===== src/rtl/lpm_pkg.sv =====
package lpm_pkg;
  typedef enum logic [1:0] {
    MODE_RUN   = 2'd0,
    MODE_SLEEP = 2'd1,
    MODE_STOP  = 2'd2,
    MODE_STBY  = 2'd3
  } mode_e;

  typedef enum logic [1:0] {
    REG_MAIN = 2'd0,
    REG_LOW  = 2'd1,
    REG_OFF  = 2'd2
  } reg_e;

  typedef enum logic [2:0] {
    ST_RUN    = 3'd0,
    ST_SLEEP  = 3'd1,
    ST_STOP   = 3'd2,
    ST_RESUME = 3'd3,
    ST_STBY   = 3'd4,
    ST_WRST   = 3'd5
  } state_e;
endpackage


===== src/rtl/lpm_pin_edge.sv =====
module lpm_pin_edge #(
  parameter int STAGES = 2
) (
  input  logic clk,
  input  logic rst_n,
  input  logic pin,
  output logic rise
);
  logic [STAGES-1:0] sync_q;
  logic              prev_q;

  generate
    for (genvar i = 0; i < STAGES; i++) begin : g_sync
      always_ff @(posedge clk or negedge rst_n) begin
        if (!rst_n) sync_q[i] <= 1'b0;
        else if (i == 0) sync_q[i] <= pin;
        else sync_q[i] <= sync_q[(i == 0) ? 0 : i-1];
      end
    end
  endgenerate

  always_ff @(posedge clk or negedge rst_n) begin
    if (!rst_n) prev_q <= 1'b0;
    else prev_q <= sync_q[STAGES-1];
  end

  assign rise = sync_q[STAGES-1] & ~prev_q;

  // a held pin produces a single-cycle pulse
  assert_edge_single_R8: assert property (@(posedge clk) disable iff (!rst_n)
    rise |=> !rise);
endmodule


===== src/rtl/lpm_wake_gather.sv =====
module lpm_wake_gather #(
  parameter int NLINES = 16,
  localparam int NEVT = NLINES + 3
) (
  input  logic [NLINES-1:0] evt_lines,
  input  logic              pvd_evt,
  input  logic              rtc_alarm,
  input  logic              usb_evt,
  input  logic [NEVT-1:0]   evt_mask,
  input  logic              irq_pending,
  input  logic              pin_rise,
  input  logic              iwdg_rst,
  output logic              wake_sleep,
  output logic              wake_stop,
  output logic              wake_stby
);
  logic [NEVT-1:0] evt_vec;
  logic            evt_any;

  always_comb begin
    evt_vec    = {usb_evt, rtc_alarm, pvd_evt, evt_lines};
    evt_any    = |(evt_vec & evt_mask);
    wake_sleep = irq_pending | evt_any;
    wake_stop  = evt_any;
    wake_stby  = pin_rise | rtc_alarm | iwdg_rst;
  end
endmodule


===== src/rtl/lpm_seq.sv =====
module lpm_seq
  import lpm_pkg::*;
#(
  parameter int RST_CYC = 8,
  localparam int CW = (RST_CYC > 1) ? $clog2(RST_CYC) : 1,
  localparam int RW = $clog2(RST_CYC + 2)
) (
  input  logic       clk,
  input  logic       rst_n,
  input  logic       req_valid,
  input  logic [1:0] req_mode,
  input  logic       lp_cfg,
  input  logic       wake_sleep,
  input  logic       wake_stop,
  input  logic       wake_stby,
  input  logic       pin_rise,
  input  logic       irq_pending,
  input  logic       osc_ready,
  output logic       cpu_clk_en,
  output logic       per_clk_en,
  output logic       pll_en,
  output logic       hsi_en,
  output logic       hse_en,
  output logic [1:0] reg_mode,
  output logic       sys_rst_req,
  output logic [1:0] mode_stat
);
  state_e        state_q, state_d;
  logic          stop_lp_q, stop_lp_d;
  logic          pin_hold_q, pin_hold_d;
  logic [CW-1:0] cnt_q, cnt_d;

  // next-state process
  always_comb begin
    state_d    = state_q;
    stop_lp_d  = stop_lp_q;
    pin_hold_d = pin_hold_q;
    cnt_d      = cnt_q;
    unique case (state_q)
      ST_RUN: if (req_valid) begin
        unique case (mode_e'(req_mode))
          MODE_SLEEP: state_d = ST_SLEEP;
          MODE_STOP: begin
            state_d   = ST_STOP;
            stop_lp_d = lp_cfg;
          end
          MODE_STBY: begin
            state_d    = ST_STBY;
            pin_hold_d = pin_rise;
          end
          default: state_d = ST_RUN;
        endcase
      end
      ST_SLEEP:  if (wake_sleep) state_d = ST_RUN;
      ST_STOP:   if (wake_stop) state_d = ST_RESUME;
      ST_RESUME: if (osc_ready) state_d = ST_RUN;
      ST_STBY: if (wake_stby || pin_hold_q) begin
        state_d    = ST_WRST;
        pin_hold_d = 1'b0;
        cnt_d      = CW'(RST_CYC - 1);
      end
      ST_WRST: begin
        if (cnt_q == '0) state_d = ST_RUN;
        else cnt_d = cnt_q - 1'b1;
      end
      default: state_d = ST_RUN;
    endcase
  end

  // register process
  always_ff @(posedge clk or negedge rst_n) begin
    if (!rst_n) begin
      state_q    <= ST_RUN;
      stop_lp_q  <= 1'b0;
      pin_hold_q <= 1'b0;
      cnt_q      <= '0;
    end else begin
      state_q    <= state_d;
      stop_lp_q  <= stop_lp_d;
      pin_hold_q <= pin_hold_d;
      cnt_q      <= cnt_d;
    end
  end

  // output decode
  always_comb begin
    cpu_clk_en  = 1'b0;
    per_clk_en  = 1'b0;
    pll_en      = 1'b0;
    hsi_en      = 1'b0;
    hse_en      = 1'b0;
    reg_mode    = REG_MAIN;
    sys_rst_req = 1'b0;
    mode_stat   = MODE_RUN;
    unique case (state_q)
      ST_RUN: begin
        cpu_clk_en = 1'b1; per_clk_en = 1'b1;
        pll_en = 1'b1; hsi_en = 1'b1; hse_en = 1'b1;
      end
      ST_SLEEP: begin
        per_clk_en = 1'b1;
        pll_en = 1'b1; hsi_en = 1'b1; hse_en = 1'b1;
        mode_stat = MODE_SLEEP;
      end
      ST_STOP: begin
        reg_mode  = stop_lp_q ? REG_LOW : REG_MAIN;
        mode_stat = MODE_STOP;
      end
      ST_RESUME: begin
        pll_en = 1'b1; hsi_en = 1'b1; hse_en = 1'b1;
        mode_stat = MODE_STOP;
      end
      ST_STBY: begin
        reg_mode  = REG_OFF;
        mode_stat = MODE_STBY;
      end
      ST_WRST: begin
        hsi_en      = 1'b1;
        sys_rst_req = 1'b1;
        mode_stat   = MODE_STBY;
      end
      default: ;
    endcase
  end

  // length of the current reset-request run, for the R9 check
  logic [RW-1:0] rst_run_q;
  always_ff @(posedge clk or negedge rst_n) begin
    if (!rst_n) rst_run_q <= '0;
    else if (sys_rst_req) rst_run_q <= rst_run_q + 1'b1;
    else rst_run_q <= '0;
  end

  assert_req_ignored_R2: assert property (@(posedge clk) disable iff (!rst_n)
    (state_q == ST_STOP && !wake_stop) |=> mode_stat == MODE_STOP);

  assert_sleep_wake_R3: assert property (@(posedge clk) disable iff (!rst_n)
    (state_q == ST_SLEEP && irq_pending) |=> (cpu_clk_en && mode_stat == MODE_RUN));

  assert_stop_reg_stable_R4: assert property (@(posedge clk) disable iff (!rst_n)
    (state_q == ST_STOP && !wake_stop) |=> $stable(reg_mode));

  assert_resume_wait_R6: assert property (@(posedge clk) disable iff (!rst_n)
    (state_q == ST_RESUME && !osc_ready) |=> !cpu_clk_en);

  assert_stby_power_R7: assert property (@(posedge clk) disable iff (!rst_n)
    (mode_stat == MODE_STBY && !sys_rst_req) |-> (!pll_en && !hsi_en && !hse_en));

  assert_rst_len_max_R9: assert property (@(posedge clk) disable iff (!rst_n)
    rst_run_q <= RW'(RST_CYC));

  assert_rst_len_end_R9: assert property (@(posedge clk) disable iff (!rst_n)
    $fell(sys_rst_req) |-> rst_run_q == RW'(RST_CYC));
endmodule


===== src/rtl/lpm_ctrl.sv =====
module lpm_ctrl #(
  parameter int NLINES = 16,
  parameter int RST_CYC = 8,
  parameter int SYNC_STAGES = 2,
  localparam int NEVT = NLINES + 3
) (
  input  logic              clk,
  input  logic              rst_n,
  input  logic              req_valid,
  input  logic [1:0]        req_mode,
  input  logic              lp_cfg,
  input  logic              irq_pending,
  input  logic [NLINES-1:0] evt_lines,
  input  logic              pvd_evt,
  input  logic              rtc_alarm,
  input  logic              usb_evt,
  input  logic [NEVT-1:0]   evt_mask,
  input  logic              wkup_pin,
  input  logic              iwdg_rst,
  input  logic              osc_ready,
  output logic              cpu_clk_en,
  output logic              per_clk_en,
  output logic              pll_en,
  output logic              hsi_en,
  output logic              hse_en,
  output logic [1:0]        reg_mode,
  output logic              sys_rst_req,
  output logic [1:0]        mode_stat
);
  logic pin_rise, wake_sleep, wake_stop, wake_stby;

  lpm_pin_edge #(.STAGES(SYNC_STAGES)) u_pin (
    .clk(clk), .rst_n(rst_n), .pin(wkup_pin), .rise(pin_rise)
  );

  lpm_wake_gather #(.NLINES(NLINES)) u_wake (
    .evt_lines(evt_lines), .pvd_evt(pvd_evt), .rtc_alarm(rtc_alarm),
    .usb_evt(usb_evt), .evt_mask(evt_mask), .irq_pending(irq_pending),
    .pin_rise(pin_rise), .iwdg_rst(iwdg_rst),
    .wake_sleep(wake_sleep), .wake_stop(wake_stop), .wake_stby(wake_stby)
  );

  lpm_seq #(.RST_CYC(RST_CYC)) u_seq (
    .clk(clk), .rst_n(rst_n), .req_valid(req_valid), .req_mode(req_mode),
    .lp_cfg(lp_cfg), .wake_sleep(wake_sleep), .wake_stop(wake_stop),
    .wake_stby(wake_stby), .pin_rise(pin_rise), .irq_pending(irq_pending),
    .osc_ready(osc_ready),
    .cpu_clk_en(cpu_clk_en), .per_clk_en(per_clk_en), .pll_en(pll_en),
    .hsi_en(hsi_en), .hse_en(hse_en), .reg_mode(reg_mode),
    .sys_rst_req(sys_rst_req), .mode_stat(mode_stat)
  );
endmodule


===== config.mk =====
export PLATFORM = sky130hd
export DESIGN_NAME = lpm_ctrl
export DESIGN_NICKNAME = d
export VERILOG_FILES = /design/src/rtl/lpm_pkg.sv /design/src/rtl/lpm_pin_edge.sv /design/src/rtl/lpm_wake_gather.sv /design/src/rtl/lpm_seq.sv /design/src/rtl/lpm_ctrl.sv
export SDC_FILE = /design/constraint.sdc
export NUM_CORES = 1
export LEC_CHECK = 0
export ABC_AREA = 1
export BUFFER_PORTS_ARGS = -buffer_cell sky130_fd_sc_hd__buf_2
export CORE_MARGIN = 1
export CORE_UTILIZATION = 40
export CTS_CLUSTER_SIZE = 28
export DETAILED_ROUTE_END_ITERATION = 6
export GPL_ROUTABILITY_DRIVEN = 0
export PLACE_DENSITY = 0.79
export SYNTH_ARGS = -nofsm -noshare
export SYNTH_HDL_FRONTEND = slang
export SYNTH_SLANG_ARGS = --single-unit

===== constraint.sdc =====
create_clock -name clk -period 1.5 [get_ports clk]
set_input_delay 0.075 -clock clk [delete_from_list [all_inputs] [get_ports clk]]
set_output_delay 0.075 -clock clk [all_outputs]
set_load 0.01 [all_outputs]

==> results of run 1 <==
[stage by stage]
stage                     power [uW]  hold WS (ps)  setup TNS [ps]  area [sq um]
final                           1660          35.0               0          1190
after global routing            1810          53.3           -1.21          1190
after CTS                       1620          29.0               0          1170
after detailed placement        1410         -46.3               0          1120
after global placement          1370         -47.3               0          1120
after floorplan                 1100          -221               0           812
[routing by layer]
layer | vias to the layer above | track usage (%) | part of all wire, %
met3 | 4 | 7.31 | 6.4
met2 | 39 | 43.9 | 51
met1 | 438 | 25.4 | 41
met4 | 0 | 4.57 | 1.9
li1 | 522 | - | -
met5 | - | 0 | 0
[flip-flops by register name (all words and copies together) (netlist names)]
name / flops
u_pin.prev_q: 1
u_pin.sync_q: 2
u_seq.cnt_q: 3
u_seq.pin_hold_q: 1
u_seq.state_q: 3
u_seq.stop_lp_q: 1
[kinds of logic (layout without fill, tap and decap cells)]
family,count (synthesis),in the layout,share of synthesized area (%)
AO/OA/AOI/OAI,12,12,9.40
XOR/XNOR,1,1,1.08
adder cells (fa/ha/maj),2,2,3.08
buffers and inverters,21,84,10.2
AND/OR/NAND/NOR,81,81,42.4
flip-flops,11,11,33.9
[what timing repair did]
action,4_1_cts,5_1_grt
setup endpoints to repair,1,4
hold endpoints to repair,12,0
gates cloned,0,0
hold buffers,2,0
resized for setup,1,5
buffers inserted,0,1
[Yosys cell counts]
| library cell | instances | area (sq um) |
|---|---|---|
| a21oi_1 | 2 | 10.0 |
| a22oi_1 | 2 | 15.0 |
| buf_4 | 1 | 7.51 |
| dfrtp_1 | 11 | 275 |
| ha_1 | 2 | 25.0 |
| inv_1 | 16 | 60.1 |
| inv_2 | 4 | 15.0 |
| nand2_1 | 51 | 191 |
| nand2_2 | 2 | 12.5 |
| nand2_4 | 1 | 11.3 |
| nand3_1 | 9 | 45.0 |
| nand4_1 | 1 | 6.26 |
| nor2_1 | 13 | 48.8 |
| nor2_2 | 1 | 6.26 |
| nor2_4 | 1 | 11.3 |
| nor3_1 | 1 | 5.00 |
| o21ai_0 | 4 | 20.0 |
| o21ai_1 | 1 | 5.00 |
| o21ai_2 | 3 | 26.3 |
| or2_1 | 1 | 6.26 |
| xnor2_1 | 1 | 8.76 |
[worst min-delay path, stage by stage]
cell     delay, ps
buf_2           80
nand2_1         40
o21ai_0         60
[power by group]
| part | leakage [uW] | internal [uW] | switching (uW) |
|---|---|---|---|
| clock network | 0.0000150 | 103 | 88.9 |
| logic | 0.000584 | 398 | 582 |
| registers | 0.000126 | 398 | 95.0 |
[worst max-delay path by stage]
stage / depth (start not counted) / end / slack (ps) / start
3_5_place_dp: 9 / u_seq.state_q[0] / 190 / u_seq.state_q[1]
3_3_place_gp: 9 / u_seq.state_q[0] / 240 / u_seq.state_q[1]
5_1_grt: 6 / per_clk_en / -1 / u_seq.state_q[1]
4_1_cts: 4 / per_clk_en / 20 / u_seq.state_q[2]
2_1_floorplan: 8 / u_seq.state_q[1] / 260 / u_seq.state_q[1]
6_report: 4 / per_clk_en / 60 / u_seq.state_q[2]
[layout make-up]
type,count,area [sq um]
sequential,11,278
multi-input combinational,96,467
timing repair buffer,60,313
tap,25,31.3
inverter,20,75.1
clock buffer,4,26.3
fill,176,631
==> qor.csv, run 1 <==
stage,metric,value,unit
global_route,GR Overflow Total,0,
sta,Post-Route Skew,6.71,ps
placement,pre-CTS WS,194,ps
sta,Slew @ Worst Pin,241,ps
sta,Worst slew margin,83.9,%
global_route,largest net degree at the start of global routing,12,
critical_path,Crit path arrival time,1370,ps
critical_path,CP endpoint kind,primary output,
placement,placed instance count,209,
min_path,worst hold endpoint,u_seq.stop_lp_q,
global_route,first-pass GRT wire length,3630,microns
critical_path,CP top delay family,flip-flops,
logic_synthesis,Avg Synthesized Cell Area,6.34,sq um
clock_network,TritonCTS clock tree,yes,
floorplan,core area,1820,sq um
clock_network,H-tree levels,1,
finish,n_diodes,0,
critical_path,FF-to-FF End,u_seq.pin_hold_q,
finish,area grow syn2layout,46.5,%
sta,endpoints failing hold,0,
sta,Tmin final,1440,ps
critical_path,WP buf/inv,2,
clock_network,Skew-Pair Late Insertion Delay,260,ps
global_route,Total GRT Usage,23.2,%
clock_network,root buffer cell,clkbuf_4,
floorplan,Boundary Pins,58,
floorplan,initial core utilization,44.6,%
power,Power per Cell Area,1400,nW/um^2
critical_path,CP max stage cell,dfrtp_2,
power,Leakage Power,0.000725,uW
logic_synthesis,synth warn,0,
finish,most frequent cells in the layout,"57 x buf_2, 51 x nand2_1, 16 x inv_1",
power,IR Drop Worst-Case VDD,0.872,mV
run,Max-Cap Viols,0,
outcome,status,"complete, no violations",
finish,Post-Layout Cell Count,216,
floorplan,Die Y,47.1,microns
min_path,HP Class,in2reg,
clock_network,clk slew on worst S/H paths,70,ps
logic_synthesis,"Seq/Total Area, Yosys",33.9,%
sta,Fmax achieved,0.693,GHz
logic_synthesis,Yosys reg bits,11,
sta,"Slew Viols, Final",0,
global_route,vias in the first global route,928,
finish,Final #Nets,242,
routing,via count,1003,
critical_path,r2r startpoint,u_seq.state_q[0],
critical_path,cell depth of the worst flop-to-flop path,6,
clock_network,clock buffer depth,2,
critical_path,FF-to-FF setup slack,150,ps
floorplan,site row count,15,
routing,DRT iter0 DRCs,19,
finish,share of cells above drive strength 1,39.8,%
clock_network,# clock sinks,11,
sta,Setup WS post-layout,57.7,ps
critical_path,Critical Path Source Type,flip-flop,
routing,number of routed nets with antenna violations,0,
logic_synthesis,synthesized cell area,812,sq um
critical_path,WS Path Type,reg2out,
finish,"commonest non-fill, non-tap cell in the layout",buf_2,
sta,period utilization,96.2,%
logic_synthesis,Synth Instances,128,
floorplan,die width,47.1,microns
sta,Setup Viol. Count Final,0,
critical_path,Crit path required time,1420,ps
min_path,worst hold stages,3,
min_path,hold path startpoint,lp_cfg,
routing,Wirelength per Cell,10.1,microns
finish,"Core Util, Final",65.4,%
floorplan,die area,2210,sq um
routing,"wirelength, routed",2190,microns
critical_path,critical-path cell list,nor2_1 > inv_1 > o21ai_1 > buf_2,
critical_path,CP Max Fanout,7,
global_route,initial antenna violation count,0,
placement,I/O Buffers,57,
logic_synthesis,Netlist cell types,21,
placement,DP HPWL,1900,microns
clock_network,CTS Buf Count,3,
logic_synthesis,Syn Nets,178,
routing,detailed-router iteration count before antenna repair,4,
critical_path,delay of the slowest critical-path stage,470,ps
routing,DRC viols,0,
routing,Vias/cell,4.64,
Power figures use the tool's default switching activity.
==> run 2: changes to the inputs <==
--- a/config.mk
+++ b/config.mk
@@ -12,7 +12,7 @@
 export CTS_CLUSTER_SIZE = 28
 export DETAILED_ROUTE_END_ITERATION = 6
 export GPL_ROUTABILITY_DRIVEN = 0
-export PLACE_DENSITY = 0.79
+export PLACE_DENSITY = 0.83
 export SYNTH_ARGS = -nofsm -noshare
 export SYNTH_HDL_FRONTEND = slang
 export SYNTH_SLANG_ARGS = --single-unit
==> qor.csv, run 2 (synthesized netlist as in run 1, its figures left out) <==
stage,metric,value,unit,change
outcome,status,"complete, no violations",,unchanged
routing,DRT iter0 DRCs,28,,was 19
power,clock share of power,12.8,%,was 11.5%
sta,RSZ-0062 raised after global routing,no,,
floorplan,Die Y,47.1,microns,unchanged
placement,I/O Buffers,57,,unchanged
routing,DRT met1 WL,909,microns,was 893 microns
global_route,GR Overflow Total,0,,unchanged
clock_network,# clock sinks,11,,unchanged
floorplan,die width,47.1,microns,unchanged
clock_network,CTS Buf Count,3,,unchanged
sta,Slew @ Worst Pin,257,ps,was 241 ps
sta,Setup Viol. Count Final,0,,unchanged
placement,DP HPWL,1810,microns,was 1900 microns
clock_network,root buffer cell,clkbuf_4,,unchanged
clock_network,clock buffer depth,2,,unchanged
global_route,initial antenna violation count,0,,unchanged
power,Comb pwr share,58.5,%,was 58.9%
clock_network,Skew-Pair Late Insertion Delay,290,ps,was 260 ps
routing,Vias/cell,4.62,,was 4.64
finish,Post-Layout Cell Count,217,,was 216
critical_path,FF-to-FF setup slack,120,ps,was 150 ps
routing,top routing layer used,met4,,unchanged
clock_network,clk slew on worst S/H paths,80,ps,was 70 ps
routing,detailed-router iteration count before antenna repair,4,,unchanged
finish,Final #Nets,243,,was 242
global_route,Total GRT Usage,22.0,%,was 23.2%
critical_path,critical-path cell list,inv_2 > nand2_2 > nor2_4 > inv_2 > o21ai_0 > buf_2,,was nor2_1 > inv_1 > o21ai_1 > buf_2
min_path,HP Class,in2reg,,unchanged
critical_path,Crit path required time,1420,ps,about the same
floorplan,site row count,15,,unchanged
global_route,largest net degree at the start of global routing,12,,unchanged
power,sequential share of power,28.8,%,was 29.6%
routing,DRC viols,0,,unchanged
placement,placed instance count,209,,unchanged
routing,number of routed nets with antenna violations,0,,unchanged
floorplan,die area,2210,sq um,unchanged
sta,Worst slew margin,82.7,%,was 83.9%
sta,period utilization,97.6,%,was 96.2%
power,Sw Ratio,46.9,%,was 46.0%
finish,"commonest non-fill, non-tap cell in the layout",buf_2,,unchanged
critical_path,CP endpoint kind,primary output,,unchanged
finish,most frequent cells in the layout,"57 x buf_2, 51 x nand2_1, 16 x inv_1",,unchanged
sta,"Slew Viols, Final",0,,unchanged
finish,area grow syn2layout,48.1,%,was 46.5%
routing,via count,1003,,unchanged
clock_network,H-tree levels,1,,unchanged
power,Net Sw Power,795,uW,was 766 uW
sta,Fmax achieved,0.683,GHz,was 0.693 GHz
routing,wire length on met3,141,microns,unchanged
critical_path,CP Max Fanout,7,,unchanged
power,Pint,901,uW,was 898 uW
routing,WL met2,1150,microns,was 1110 microns
finish,fillcell total,165,,was 176
power,IR Drop Worst-Case VDD,0.925,mV,was 0.872 mV
global_route,first-pass GRT wire length,3470,microns,was 3630 microns
critical_path,Critical Path Source Type,flip-flop,,unchanged
sta,Tmin final,1460,ps,was 1440 ps
floorplan,initial core utilization,44.6,%,unchanged
clock_network,TritonCTS clock tree,yes,,unchanged
critical_path,WS Path Type,reg2out,,unchanged
floorplan,Boundary Pins,58,,unchanged
sta,Fin Setup TNS,0,ps,unchanged
critical_path,Crit path arrival time,1390,ps,was 1370 ps
critical_path,delay of the slowest critical-path stage,460,ps,was 470 ps
floorplan,core area,1820,sq um,unchanged
critical_path,most frequent CP cell,inv_2,,
critical_path,CP max stage cell,dfrtp_2,,unchanged
finish,Regs by FF count,"u_seq.cnt_q (3), u_seq.state_q (3), u_pin.sync_q (2)",,unchanged
routing,Wirelength per Cell,10.4,microns,was 10.1 microns
sta,Post-Route Skew,12.0,ps,was 6.71 ps
routing,"wirelength, routed",2250,microns,was 2190 microns
run,Max-Cap Viols,0,,unchanged
power,Leakage Power,0.000729,uW,was 0.000725 uW
power,Power per Cell Area,1410,nW/um^2,was 1400 nW/um^2
finish,share of cells above drive strength 1,40.1,%,was 39.8%
sta,endpoints failing hold,0,,unchanged
finish,n_diodes,0,,unchanged
global_route,vias in the first global route,954,,was 928
==> run 2: changes by cell type in the layout (fill, tap and decap cells not counted) <==
cell / change
nor2_2: +1
dlygate4sd3_1: +1
o21ai_1: -1
nor2_1: -1
o21ai_0: +1
==> run 2: area by class of cell <==
type,instances,area [sq um],area share [%]
flip-flops and latches,11,278,23.1
repair buffers,61,323,26.8
well taps,25,31.3,2.60
clock buffers,4,26.3,2.19
multi-input cells,96,469,39.0
inverters,20,75.1,6.24
==> run 2: path summary, 6_finish.rpt <==
| check | cells after the start | to | startpoint |
|---|---|---|---|
| max | 6 | per_clk_en | u_seq.state_q[1] |
| min | 5 | u_seq.stop_lp_q | req_valid |
| max reg2reg | 9 | u_seq.state_q[0] | u_seq.state_q[0] |
| min reg2reg | 0 | u_pin.sync_q[1] | u_pin.sync_q[0] |
| max in group asynchronous | 2 | u_seq.state_q[1] | rst_n |
| min in group asynchronous | 2 | u_seq.pin_hold_q | rst_n |
==> run 2: what timing repair did <==
action                                  4_1_cts  5_1_grt
endpoints found under the setup margin        1        5
endpoints found under the hold margin        13        0
resized for setup                             1        5
buffers inserted                              0        1
cloned                                        0        0
hold buffers                                  3        0
==> run 2: power groups by stage <==
stage | Combinational [uW] | Clock (uW) | Sequential (uW)
finish | 992 | 216 | 488
global route | 1090 | 228 | 499
CTS | 937 | 220 | 478
detailed placement | 920 | 0 | 482
global placement | 890 | 0 | 476
floorplan | 637 | 0 | 462
==> run 2: per-stage QoR <==
step           util (%)  total power, uW  setup WS [ps]  instance area (sq um)  hold slack, ps
2_1_floorplan         -             1100            264                    812            -221
3_3_place_gp       61.6             1370            242                   1120           -49.8
3_5_place_dp       61.6             1400            198                   1120           -43.3
4_1_cts            64.8             1630           21.7                   1180             158
5_1_grt            66.0             1820           1.16                   1200             209
6_report           66.0             1700           35.5                   1200             154
==> run 2: worst max-delay path, delay by kind of cell, from the launching register on <==
kind / cells / cell delay, ps
flip-flops: 1 / 460
AND/OR/NAND/NOR: 2 / 230
buffers and inverters: 3 / 320
AO/OA/AOI/OAI: 1 / 90
==> run 2: routing by layer <==
metal	track usage (%)	up-vias
li1	-	521
met5	0	-
met3	5.38	7
met2	40.6	41
met1	22.5	434
met4	12.0	0
